### src/rtl/bankmap_pkg.sv
// Package: shared sizes and window layout for the dual-window bank mapper.
// Assumes a 16-bit CPU space split into four 16 KB pages by the top two bits.
package bankmap_pkg;
    localparam int ADDR_W      = 16;
    localparam int DATA_W      = 8;
    localparam int BANK_W      = 3;
    localparam int NUM_ENTRIES = 4;
    localparam int NUM_WIN     = 2;
    localparam int OFS_W       = 14;
    localparam int SEL_W       = $clog2(NUM_ENTRIES);
    localparam int PAGE_W      = ADDR_W - OFS_W;
    localparam int PHYS_W      = BANK_W + OFS_W;
    localparam logic [ADDR_W-1:0] IO_BASE = 16'hFE00;

    typedef logic [BANK_W-1:0] bank_t;

    // Page code of window w: window 0 at 0x8000, window 1 at 0x4000.
    function automatic logic [PAGE_W-1:0] win_page(input int w);
        return (w == 0) ? 2'b10 : 2'b01;
    endfunction
endpackage

### src/rtl/bank_regfile.sv
// Module: bank_regfile
// Holds NUM_ENTRIES bank numbers. It has one synchronous write port and
// N_RD combinational read ports with independent indices.
// Assumes that at most one write arrives per clock.
module bank_regfile #(
    parameter int NUM_ENTRIES = 4,
    parameter int BANK_W      = 3,
    parameter int N_RD        = 2,
    localparam int SEL_W      = $clog2(NUM_ENTRIES)
) (
    input  logic                              clk,
    input  logic                              rst_n,
    input  logic                              wr_en,
    input  logic [SEL_W-1:0]                  wr_idx,
    input  logic [BANK_W-1:0]                 wr_val,
    input  logic [N_RD-1:0][SEL_W-1:0]        rd_idx,
    output logic [N_RD-1:0][BANK_W-1:0]       rd_val
);
    logic [NUM_ENTRIES-1:0][BANK_W-1:0] entries;

    // Storage: clear on reset, otherwise load the addressed entry.
    always_ff @(posedge clk) begin
        if (!rst_n) begin
            entries <= '0;
        end else if (wr_en) begin
            entries[wr_idx] <= wr_val;
        end
    end

    genvar r;
    generate
        for (r = 0; r < N_RD; r++) begin : g_rd
            // Read port r: an unregistered select of the addressed entry.
            always_comb rd_val[r] = entries[rd_idx[r]];
        end
    endgenerate
endmodule

### src/rtl/window_decoder.sv
// Module: window_decoder
// Flags which window, if any, the current valid cycle hits.
// Assumes the windows occupy distinct pages, so the hit vector is one-hot or zero.
module window_decoder
    import bankmap_pkg::*;
#(
    parameter int N_WIN = NUM_WIN
) (
    input  logic              valid,
    input  logic [ADDR_W-1:0] addr,
    output logic [N_WIN-1:0]  hit,
    output logic              any_hit
);
    genvar w;
    generate
        for (w = 0; w < N_WIN; w++) begin : g_win
            localparam logic [PAGE_W-1:0] PAGE = win_page(w);
            // Window w comparator: page field against the window's code.
            always_comb hit[w] = valid && (addr[ADDR_W-1 -: PAGE_W] == PAGE);
        end
    endgenerate

    // Summary flag: the cycle goes to extended RAM.
    always_comb any_hit = |hit;
endmodule

### src/rtl/io_write_decoder.sv
// Module: io_write_decoder
// Turns a bus write in the bank-register I/O range into a register-file write.
// Assumes the range is NUM_ENTRIES words aligned at IO_BASE.
module io_write_decoder
    import bankmap_pkg::*;
(
    input  logic              valid,
    input  logic              write,
    input  logic [ADDR_W-1:0] addr,
    input  logic [BANK_W-1:0] data_lo,
    output logic              wr_en,
    output logic [SEL_W-1:0]  wr_idx,
    output logic [BANK_W-1:0] wr_val
);
    // Range match: every address bit above the entry index must equal IO_BASE.
    always_comb wr_en = valid && write &&
                        (addr[ADDR_W-1:SEL_W] == IO_BASE[ADDR_W-1:SEL_W]);

    // Entry index and value: low address bits and low data bits.
    always_comb begin
        wr_idx = addr[SEL_W-1:0];
        wr_val = data_lo;
    end
endmodule

### src/rtl/bank_out_mux.sv
// Module: bank_out_mux
// Builds the physical address and the two RAM selects from the window hits.
// Assumes the hit vector is one-hot or zero and is already qualified by valid.
module bank_out_mux
    import bankmap_pkg::*;
#(
    parameter int N_WIN = NUM_WIN
) (
    input  logic                         valid,
    input  logic [N_WIN-1:0]             hit,
    input  logic [N_WIN-1:0][BANK_W-1:0] win_bank,
    input  logic [OFS_W-1:0]             offset,
    output logic [PHYS_W-1:0]            phys,
    output logic                         ext_sel,
    output logic                         base_sel
);
    bank_t chosen;

    // Bank select: AND-OR of the bank of each hit window.
    always_comb begin
        chosen = '0;
        for (int w = 0; w < N_WIN; w++) begin
            if (hit[w]) chosen = chosen | win_bank[w];
        end
    end

    // Outputs: drive the address only while extended RAM is selected.
    always_comb begin
        ext_sel  = |hit;
        base_sel = valid && !(|hit);
        phys     = ext_sel ? {chosen, offset} : '0;
    end
endmodule

### src/rtl/dual_window_bank_mapper.sv
// Module: dual_window_bank_mapper (top)
// Maps two 16 KB CPU windows into extended RAM. Each window uses its own
// bank register, which software loads by I/O writes at IO_BASE.
// Assumes one bus cycle per clock. Outputs are combinational from the
// address; a register load takes effect on the following cycle.
module dual_window_bank_mapper
    import bankmap_pkg::*;
(
    input  logic              clk,
    input  logic              rst_n,
    input  logic              bus_valid,
    input  logic              bus_write,
    input  logic [15:0]       cpu_addr,
    input  logic [7:0]        cpu_data,
    output logic [16:0]       ext_addr,
    output logic              ext_sel,
    output logic              base_sel
);
    logic                         wr_en;
    logic [SEL_W-1:0]             wr_idx;
    bank_t                        wr_val;
    logic [NUM_WIN-1:0][SEL_W-1:0]  rd_idx;
    logic [NUM_WIN-1:0][BANK_W-1:0] win_bank;
    logic [NUM_WIN-1:0]           hit;
    logic                         any_hit;
    logic                         unused_data_hi;

    // The high data bits carry nothing for a 3-bit bank.
    always_comb unused_data_hi = ^cpu_data[DATA_W-1:BANK_W];

    genvar w;
    generate
        for (w = 0; w < NUM_WIN; w++) begin : g_idx
            // Fixed binding: window w reads entry w.
            always_comb rd_idx[w] = SEL_W'(w);
        end
    endgenerate

    io_write_decoder u_iodec (
        .valid   (bus_valid),
        .write   (bus_write),
        .addr    (cpu_addr),
        .data_lo (cpu_data[BANK_W-1:0]),
        .wr_en   (wr_en),
        .wr_idx  (wr_idx),
        .wr_val  (wr_val)
    );

    bank_regfile #(
        .NUM_ENTRIES (NUM_ENTRIES),
        .BANK_W      (BANK_W),
        .N_RD        (NUM_WIN)
    ) u_regs (
        .clk    (clk),
        .rst_n  (rst_n),
        .wr_en  (wr_en),
        .wr_idx (wr_idx),
        .wr_val (wr_val),
        .rd_idx (rd_idx),
        .rd_val (win_bank)
    );

    window_decoder #(.N_WIN(NUM_WIN)) u_wdec (
        .valid   (bus_valid),
        .addr    (cpu_addr),
        .hit     (hit),
        .any_hit (any_hit)
    );

    bank_out_mux #(.N_WIN(NUM_WIN)) u_mux (
        .valid    (bus_valid),
        .hit      (hit),
        .win_bank (win_bank),
        .offset   (cpu_addr[OFS_W-1:0]),
        .phys     (ext_addr),
        .ext_sel  (ext_sel),
        .base_sel (base_sel)
    );

    logic unused_any_hit;
    // The summary flag is unused here; the mux derives its own select.
    always_comb unused_any_hit = any_hit;
endmodule

### config.mk
export PLATFORM = sky130hd
export DESIGN_NAME = dual_window_bank_mapper
export DESIGN_NICKNAME = d
export VERILOG_FILES = /design/src/rtl/bankmap_pkg.sv /design/src/rtl/bank_regfile.sv /design/src/rtl/window_decoder.sv /design/src/rtl/io_write_decoder.sv /design/src/rtl/bank_out_mux.sv /design/src/rtl/dual_window_bank_mapper.sv
export SDC_FILE = /design/constraint.sdc
export NUM_CORES = 1
export LEC_CHECK = 0
export BUFFER_PORTS_ARGS = -buffer_cell sky130_fd_sc_hd__buf_2
export CAP_MARGIN = 0
export CORE_AREA = 2 2 40 42
export DETAILED_ROUTE_END_ITERATION = 6
export DIE_AREA = 0 0 42 44
export PLACE_DENSITY = 0.8
export SYNTH_ARGS = -nofsm -noshare
export SYNTH_HDL_FRONTEND = slang
export SYNTH_SLANG_ARGS = --single-unit
export TNS_END_PERCENT = 50
### constraint.sdc
create_clock -name clk -period 1.7 [get_ports clk]
set_input_delay 0.17 -clock clk [delete_from_list [all_inputs] [get_ports clk]]
set_output_delay 0.17 -clock clk [all_outputs]
set_load 0.02 [all_outputs]
==> qor.yml, run 1 <==
outcome: "finished clean"
critical_path_depth: 5
detailroute.via_count: 521
slew-limit-headroom_pct: 76.14
worst_ep_arrival_time_ns: 1.26
synth_simple_gate_area_share_pct: 53.10
fillerInstances: 151
grt_antenna_before_repair: 0
synth_top_family_by_area: "simple AND/OR/NAND/NOR gates"
synth_compound_gate_area_share_pct: 6.469
reg.largest.list: "u_regs.entries: 6 flops"
place.gp.congestion: 0.6417
cts_post_setup_buffers_inserted: 0
irDropWorstVdd_uv: 351.1
fin_hold_ws_ns: 0.1997
crit_path_top_delay_cell: "o21a_1"
cts.clk_slew.worst_paths_ns: 0.04
drive_gt1_share_pct: 52.08
post_synth_fa_ha_maj_area_fraction_pct: 0
antenna_left: 0
syn-mean-instance-area_um2: 8.596
critical_path.reg2reg.startpoint: "u_regs.entries[3]"
post_cts_resize_count: 0
worst_setup_path_endpoint: "ext_addr[4]"
routed_wire_length_per_instance_um: 10.65
ys_warnings: 0
clock_tree_skew_after_final_layout_ns: 0
crit_path_start_kind: "input port"
regToRegEndpoint: "u_regs.entries[3]"
timing.critical_path.required_ns: 1.53
clock-sinks: 6
worst-r2r-cell-count: 2
crit_family: "simple AND/OR/NAND/NOR gates"
critical_path_cell_by_cell: "buf_2 > nor2b_1 > o21a_1 > and2_2 > buf_2"
critical_path_class: "in -> out"
number_of_global_route_vias_before_repair: 461
timing.critical_path.from: "cpu_addr[14]"
synth_mux_area_share_pct: 12.94
multi_input_area_um2: 336.6
die_height_um: 44
finalHoldViolations: 0
place.port_buffers: 41
critical_path.most_common_cell: "buf_2"
synthCells: 54
initialDrtViolationCount: 7
synth_seq_area_share_pct: 25.88
route.detailed.drc: 0
grt_max_degree: 17
cts_inserted_buffers: 3
grt_pass1_wl_mm: 1.821
fin_tns_setup_ns: 0
cts-root-buf: "clkbuf_4"
dp.final_hpwl_mm: 1.056
end_kind: "output port"
timing.final.crit_share_pct: 83.84
layout_common_cells: "buf_2 (41), and2_1 (13), nand2_1 (9)"
max-cap-violations: 0
ys_ff_latch: 6
routed_wl_mm: 1.193
yosys.area_share.xor_xnor_pct: 0
n_antenna_cell: 0
layout_commonest_cell: "buf_2"
critPathMaxFanout: 16
mean_number_of_vias_per_cell: 4.652
regMostFlops: "u_regs.entries"
insertion_delay_ns: 0.24
layout.area.seq_um2: 120.1
finalMaxSlewViolations: 0
area.growth.synth_to_final_pct: 51.75
reg2reg_slack_ns: 1.12
std_cell_rows: 14
static-leakage-power_nw: 0.3915
placeableCoreArea_um2: 1419
io_pins: 47
floorplan.die_area_um2: 1848
worstMarginPinSlew_ns: 0.3578
min_path_type: "in -> reg"
synthesis.area_um2: 464.2
worst-path-buf-inv: 2
grt_setup_unrepaired: "no"
die_w_um: 42
cts_max_path_buffers: 2
max_freq_mhz: 701.7
critical_path.max_stage_delay_ns: 0.39
finalCriticalPeriod_ns: 1.425
ys_types: 17
grt-ovfl-total: 0
finish.net_count: 126
cts.htree.levels: 1
powerDensity_nw_per_um2: 534.4
grt_use_total_pct: 13.04
finalSetupViolCount: 0
tritoncts: "done"
drt_pass1_iterations: 3
flip_flop_count_of_the_largest_register_after_layout: 6
hold_bufs_at_cts: 0
floorplan.initialDensity_pct: 32.72
mappedNetlistNets: 82
[synth_stat cells (all sizes together)]
| cell | instances | area (um^2) |
|---|---|---|
| and2 | 14 | 88.84 |
| nand2 | 9 | 33.78 |
| dfxtp | 6 | 120.1 |
| mux2i | 6 | 60.06 |
| nor2b | 6 | 37.54 |
| a22oi | 3 | 22.52 |
| buf | 1 | 3.750 |
| clkbuf | 1 | 3.750 |
| nand3 | 1 | 10.01 |
| nand3b | 1 | 11.26 |
| nand4 | 1 | 6.260 |
| nand4b | 1 | 8.760 |
| nor4 | 1 | 21.27 |
| nor4b | 1 | 15.01 |
| o21a | 1 | 7.510 |
| or4b | 1 | 13.76 |
[routing by layer]
| layer | global-route usage [%] | vias up | share of wire, % |
|---|---|---|---|
| met3 | 1.667 | 0 | 7.0 |
| met5 | 0 | - | 0 |
| met1 | 14.25 | 228 | 37 |
| met2 | 24.06 | 23 | 56 |
| met4 | 7.742 | 0 | 0 |
| li1 | - | 270 | - |
[area by class of cell]
class	count	share of cell area, %
clock buffers	3	3.197
multi-input cells	46	47.78
flip-flops and latches	6	17.05
well taps	16	2.842
repair buffers	41	29.13
[worst reg2reg max path: stages, from the launching register on]
cell and delay (ns):
dfxtp_1 0.34, nand2_1 0.06, mux2i_1 0.12
[power breakdown]
group	switching, W	internal [W]
Sequential	0.000000000333	0.000141
Combinational	0.0000571	0.0000447
Clock	0.0000537	0.0000800
Total	0.000111	0.000266
[metrics by stage]
step / utilization, % / instances / total power, W / area, um^2 / setup WS [ns]
floorplan: - / 54 / 0.0001968 / 464.2 / 0.2896
global placement: 48.06 / 109 / 0.0002440 / 681.9 / 0.2354
detailed placement: 48.06 / 109 / 0.0002468 / 681.9 / 0.1874
CTS: 49.65 / 112 / 0.0003856 / 704.4 / 0.2588
global route: 49.65 / 112 / 0.0003985 / 704.4 / 0.1083
finish: 49.65 / 112 / 0.0003765 / 704.4 / 0.2748
[cell families after synthesis]
logic type,Yosys count
AO/OA/AOI/OAI,4
buffers and inverters,2
flip-flops,6
multiplexers,6
AND/OR/NAND/NOR,36
[worst min path at each step]
stage                start  cells after the start                end  slack [ns]
2_1_floorplan  cpu_data[0]                      2  u_regs.entries[0]        0.33
3_3_place_gp   cpu_data[0]                      3  u_regs.entries[3]        0.44
3_5_place_dp   cpu_data[0]                      3  u_regs.entries[0]        0.45
4_1_cts        cpu_data[0]                      3  u_regs.entries[0]        0.19
5_1_grt        cpu_data[1]                      3  u_regs.entries[1]        0.22
6_report       cpu_data[0]                      3  u_regs.entries[3]        0.20
(Power assumes the default switching activity.)
==> inputs of run 2 (changes only) <==
- ABC_AREA: default -> 1
- CORE_AREA: 2 2 40 42 -> 2 2 44 46
- DIE_AREA: 0 0 42 44 -> 0 0 46 48
- PLACE_DENSITY: 0.8 -> 0.74
- clock period: 1.7 -> 1.17 ns (I/O delays scaled with it)
==> run 2 against run 1 <==
  * Critical path depth is 2 lower
  * Combinational power up 70%
  * Core utilization fell by 3.9 points
  * Critical endpoint is now ext_addr[14]
  * Highest routed layer unchanged
  * Largest power group unchanged
  * First-iteration DRC count grew 57%
==> qor.yml, run 2 <==
outcome: "finished clean"
number_of_global_route_vias_before_repair: 562  # +22%
clock_tree_skew_after_final_layout_ns: 0  # unchanged
end_kind: "output port"
finalSetupViolCount: 0  # unchanged
slew-limit-headroom_pct: 89.02  # +13 points
finalMaxSlewViolations: 0  # unchanged
mean_number_of_vias_per_cell: 4.037  # -13%
timing.hold.worst_endpoint: "u_regs.entries[4]"
cts-root-buf: "clkbuf_4"
cts_max_path_buffers: 2  # unchanged
n_antenna_cell: 0  # unchanged
synth.top_cells.by_area: "nor2_1 (25%), dfxtp_1 (23%), inv_1 (20%)"
initialDrtViolationCount: 11  # +4
post_synth_edffs: 0  # unchanged
std_cell_rows: 15  # +1
fin_tns_setup_ns: 0  # unchanged
finalHoldViolations: 0  # unchanged
grt_max_degree: 12  # -5
static-leakage-power_nw: 0.5360  # +37%
synthesis.area_um2: 515.5  # +11%
max_freq_mhz: 936.3
dpl_cell_area_um2: 749.5  # +9.9%
hold_path_startpoint: "cpu_data[1]"
flip_flop_count_of_the_largest_register_after_layout: 6  # unchanged
worst_ep_arrival_time_ns: 0.95  # -0.31 ns
clock-sinks: 6  # unchanged
grt_pass1_wl_mm: 2.021  # +11%
synth_seq_area_share_pct: 23.30  # -2.6 points
yosysMostFrequentCell: "nor2_1"
place.gp.congestion: 0.7621  # +19%
drive_gt1_share_pct: 37.50  # -15 points
post_cts_resize_count: 0  # unchanged
synthCells: 99  # +83%
cell_type_with_the_largest_total_area_after_synthesis: "nor2_1"
drt_pass1_iterations: 4  # +1
grt-ovfl-total: 0  # unchanged
floorplan.initialDensity_pct: 30.52  # -2.2 points
finalCriticalPeriod_ns: 1.068
critical_path.reg2reg.startpoint: "u_regs.entries[2]"
die_height_um: 48  # +9.1%
ys_warnings: 0  # unchanged
ys_types: 11  # -6
cts.htree.levels: 1  # unchanged
floorplan.die_area_um2: 2208  # +19%
cts.clk_slew.worst_paths_ns: 0.04  # about the same
dp.final_hpwl_mm: 1.165  # +10%
cts_post_setup_buffers_inserted: 0  # unchanged
mappedNetlistNets: 127  # +55%
grt_setup_unrepaired: "no"
grt_use_total_pct: 12.73  # -0.31 points
critical_path.max_stage_delay_ns: 0.30  # -0.09 ns
crit_path_top_delay_cell: "dfxtp_1"
hold_bufs_at_cts: 0  # unchanged
fin_hold_ws_ns: 0.1249  # -0.07482 ns
io_pins: 47  # unchanged
ys_ff_latch: 6  # unchanged
timing.final.crit_share_pct: 91.28
routed_wire_length_per_instance_um: 8.280  # -22%
post-route-cell-area_um2: 772.0  # +9.6%
detailroute.via_count: 650  # +25%
layout_commonest_cell: "buf_2"
worst-r2r-cell-count: 4  # +2
routed_wl_mm: 1.333  # +12%
tritoncts: "done"
reg.largest.list: "u_regs.entries: 6 flops"
irDropWorstVdd_uv: 624.8  # +78%
regMostFlops: "u_regs.entries"
route.detailed.drc: 0  # unchanged
timing.critical_path.required_ns: 1.05  # -0.48 ns
min_path_type: "in -> reg"
layout_common_cells: "buf_2 (41), nor2_1 (34), inv_1 (27)"
area.growth.synth_to_final_pct: 49.76
ys_async_sr_fraction_pct: 0  # unchanged
insertion_delay_ns: 0.24  # about the same
critical_path_cell_by_cell: "inv_1 > o22ai_1 > buf_2"
min_path_cells: 3  # unchanged
grt_antenna_before_repair: 0  # unchanged
syn-mean-instance-area_um2: 5.207  # -39%
dominantRegCellSynth: "dfxtp_1"
placeableCoreArea_um2: 1689  # +19%
worst-path-buf-inv: 2  # unchanged
die_w_um: 46  # +9.5%
crit_path_start_kind: "flop"
synthDominantCellAreaShare_pct: 24.76  # -1.1 points
powerDensity_nw_per_um2: 727.4  # +36%
regToRegEndpoint: "u_regs.entries[2]"
cts_inserted_buffers: 3  # unchanged
critPathMaxFanout: 2  # -14
max-cap-violations: 0  # unchanged
antenna_left: 0  # unchanged
crit_family: "flip-flops"
worstMarginPinSlew_ns: 0.1641  # -0.1937 ns
ys_top_cells_by_count: "nor2_1 (34), inv_1 (27), nand2_1 (20)"
finish.net_count: 174  # +38%
critical_path_class: "reg -> out"
place.port_buffers: 41  # unchanged
reg2reg_slack_ns: 0.55  # -0.57 ns
## run 2: worst max path at each step
stage	start	end	cells after the start
after detailed placement	bus_valid	ext_addr[13]	7
after floorplan	cpu_addr[14]	ext_addr[10]	5
after global routing	cpu_addr[15]	ext_addr[6]	7
final	u_regs.entries[0]	ext_addr[14]	3
after global placement	bus_valid	ext_addr[9]	7
after CTS	bus_valid	ext_addr[13]	7
## run 2: cell type report
class / instances / area, um^2
inverter: 28 / 105.1
multi-input combinational: 64 / 282.8
fill: 188 / 917.1
tap: 17 / 21.27
timing repair buffer: 43 / 220.2
sequential: 6 / 120.1
clock buffer: 3 / 22.52
## run 2: through the flow
step,setup slack (ns),power (W),std cells,util (%)
2_1_floorplan,0.2211,0.0002997,99,-
5_1_grt,0.002228,0.0005966,161,45.70
4_1_cts,0.09867,0.0005712,161,45.70
3_5_place_dp,0.1012,0.0003826,158,44.37
3_3_place_gp,0.1491,0.0003785,158,44.37
6_report,0.1020,0.0005615,161,45.70
## run 2: kinds of logic after synthesis
logic type | Yosys count | synth area share (%)
DFF | 6 | 23.30
AOI/OAI and AO/OA | 3 | 3.641
and+or+nand+nor | 61 | 51.21
buffers and inverters | 29 | 21.85
## run 2: where the power goes
part	total (W)	switching (W)	internal, W
clock	0.000183	0.0000675	0.000116
sequential	0.000205	0.000000000426	0.000205
combinational	0.000173	0.000105	0.0000679
## run 2: per-layer routing
metal | wire length, um | GRT usage (%)
met2 | 728 | 24.44
met3 | 54 | 4.906
met5 | 0 | 0
met4 | 0 | 4.000
met1 | 549 | 12.50
## run 2: tightest hold or removal path: cells and delay by family
| family | cells | cell delay [ns] |
|---|---|---|
| AND/OR/NAND/NOR | 2 | 0.12 |
| buffers and inverters | 1 | 0.09 |
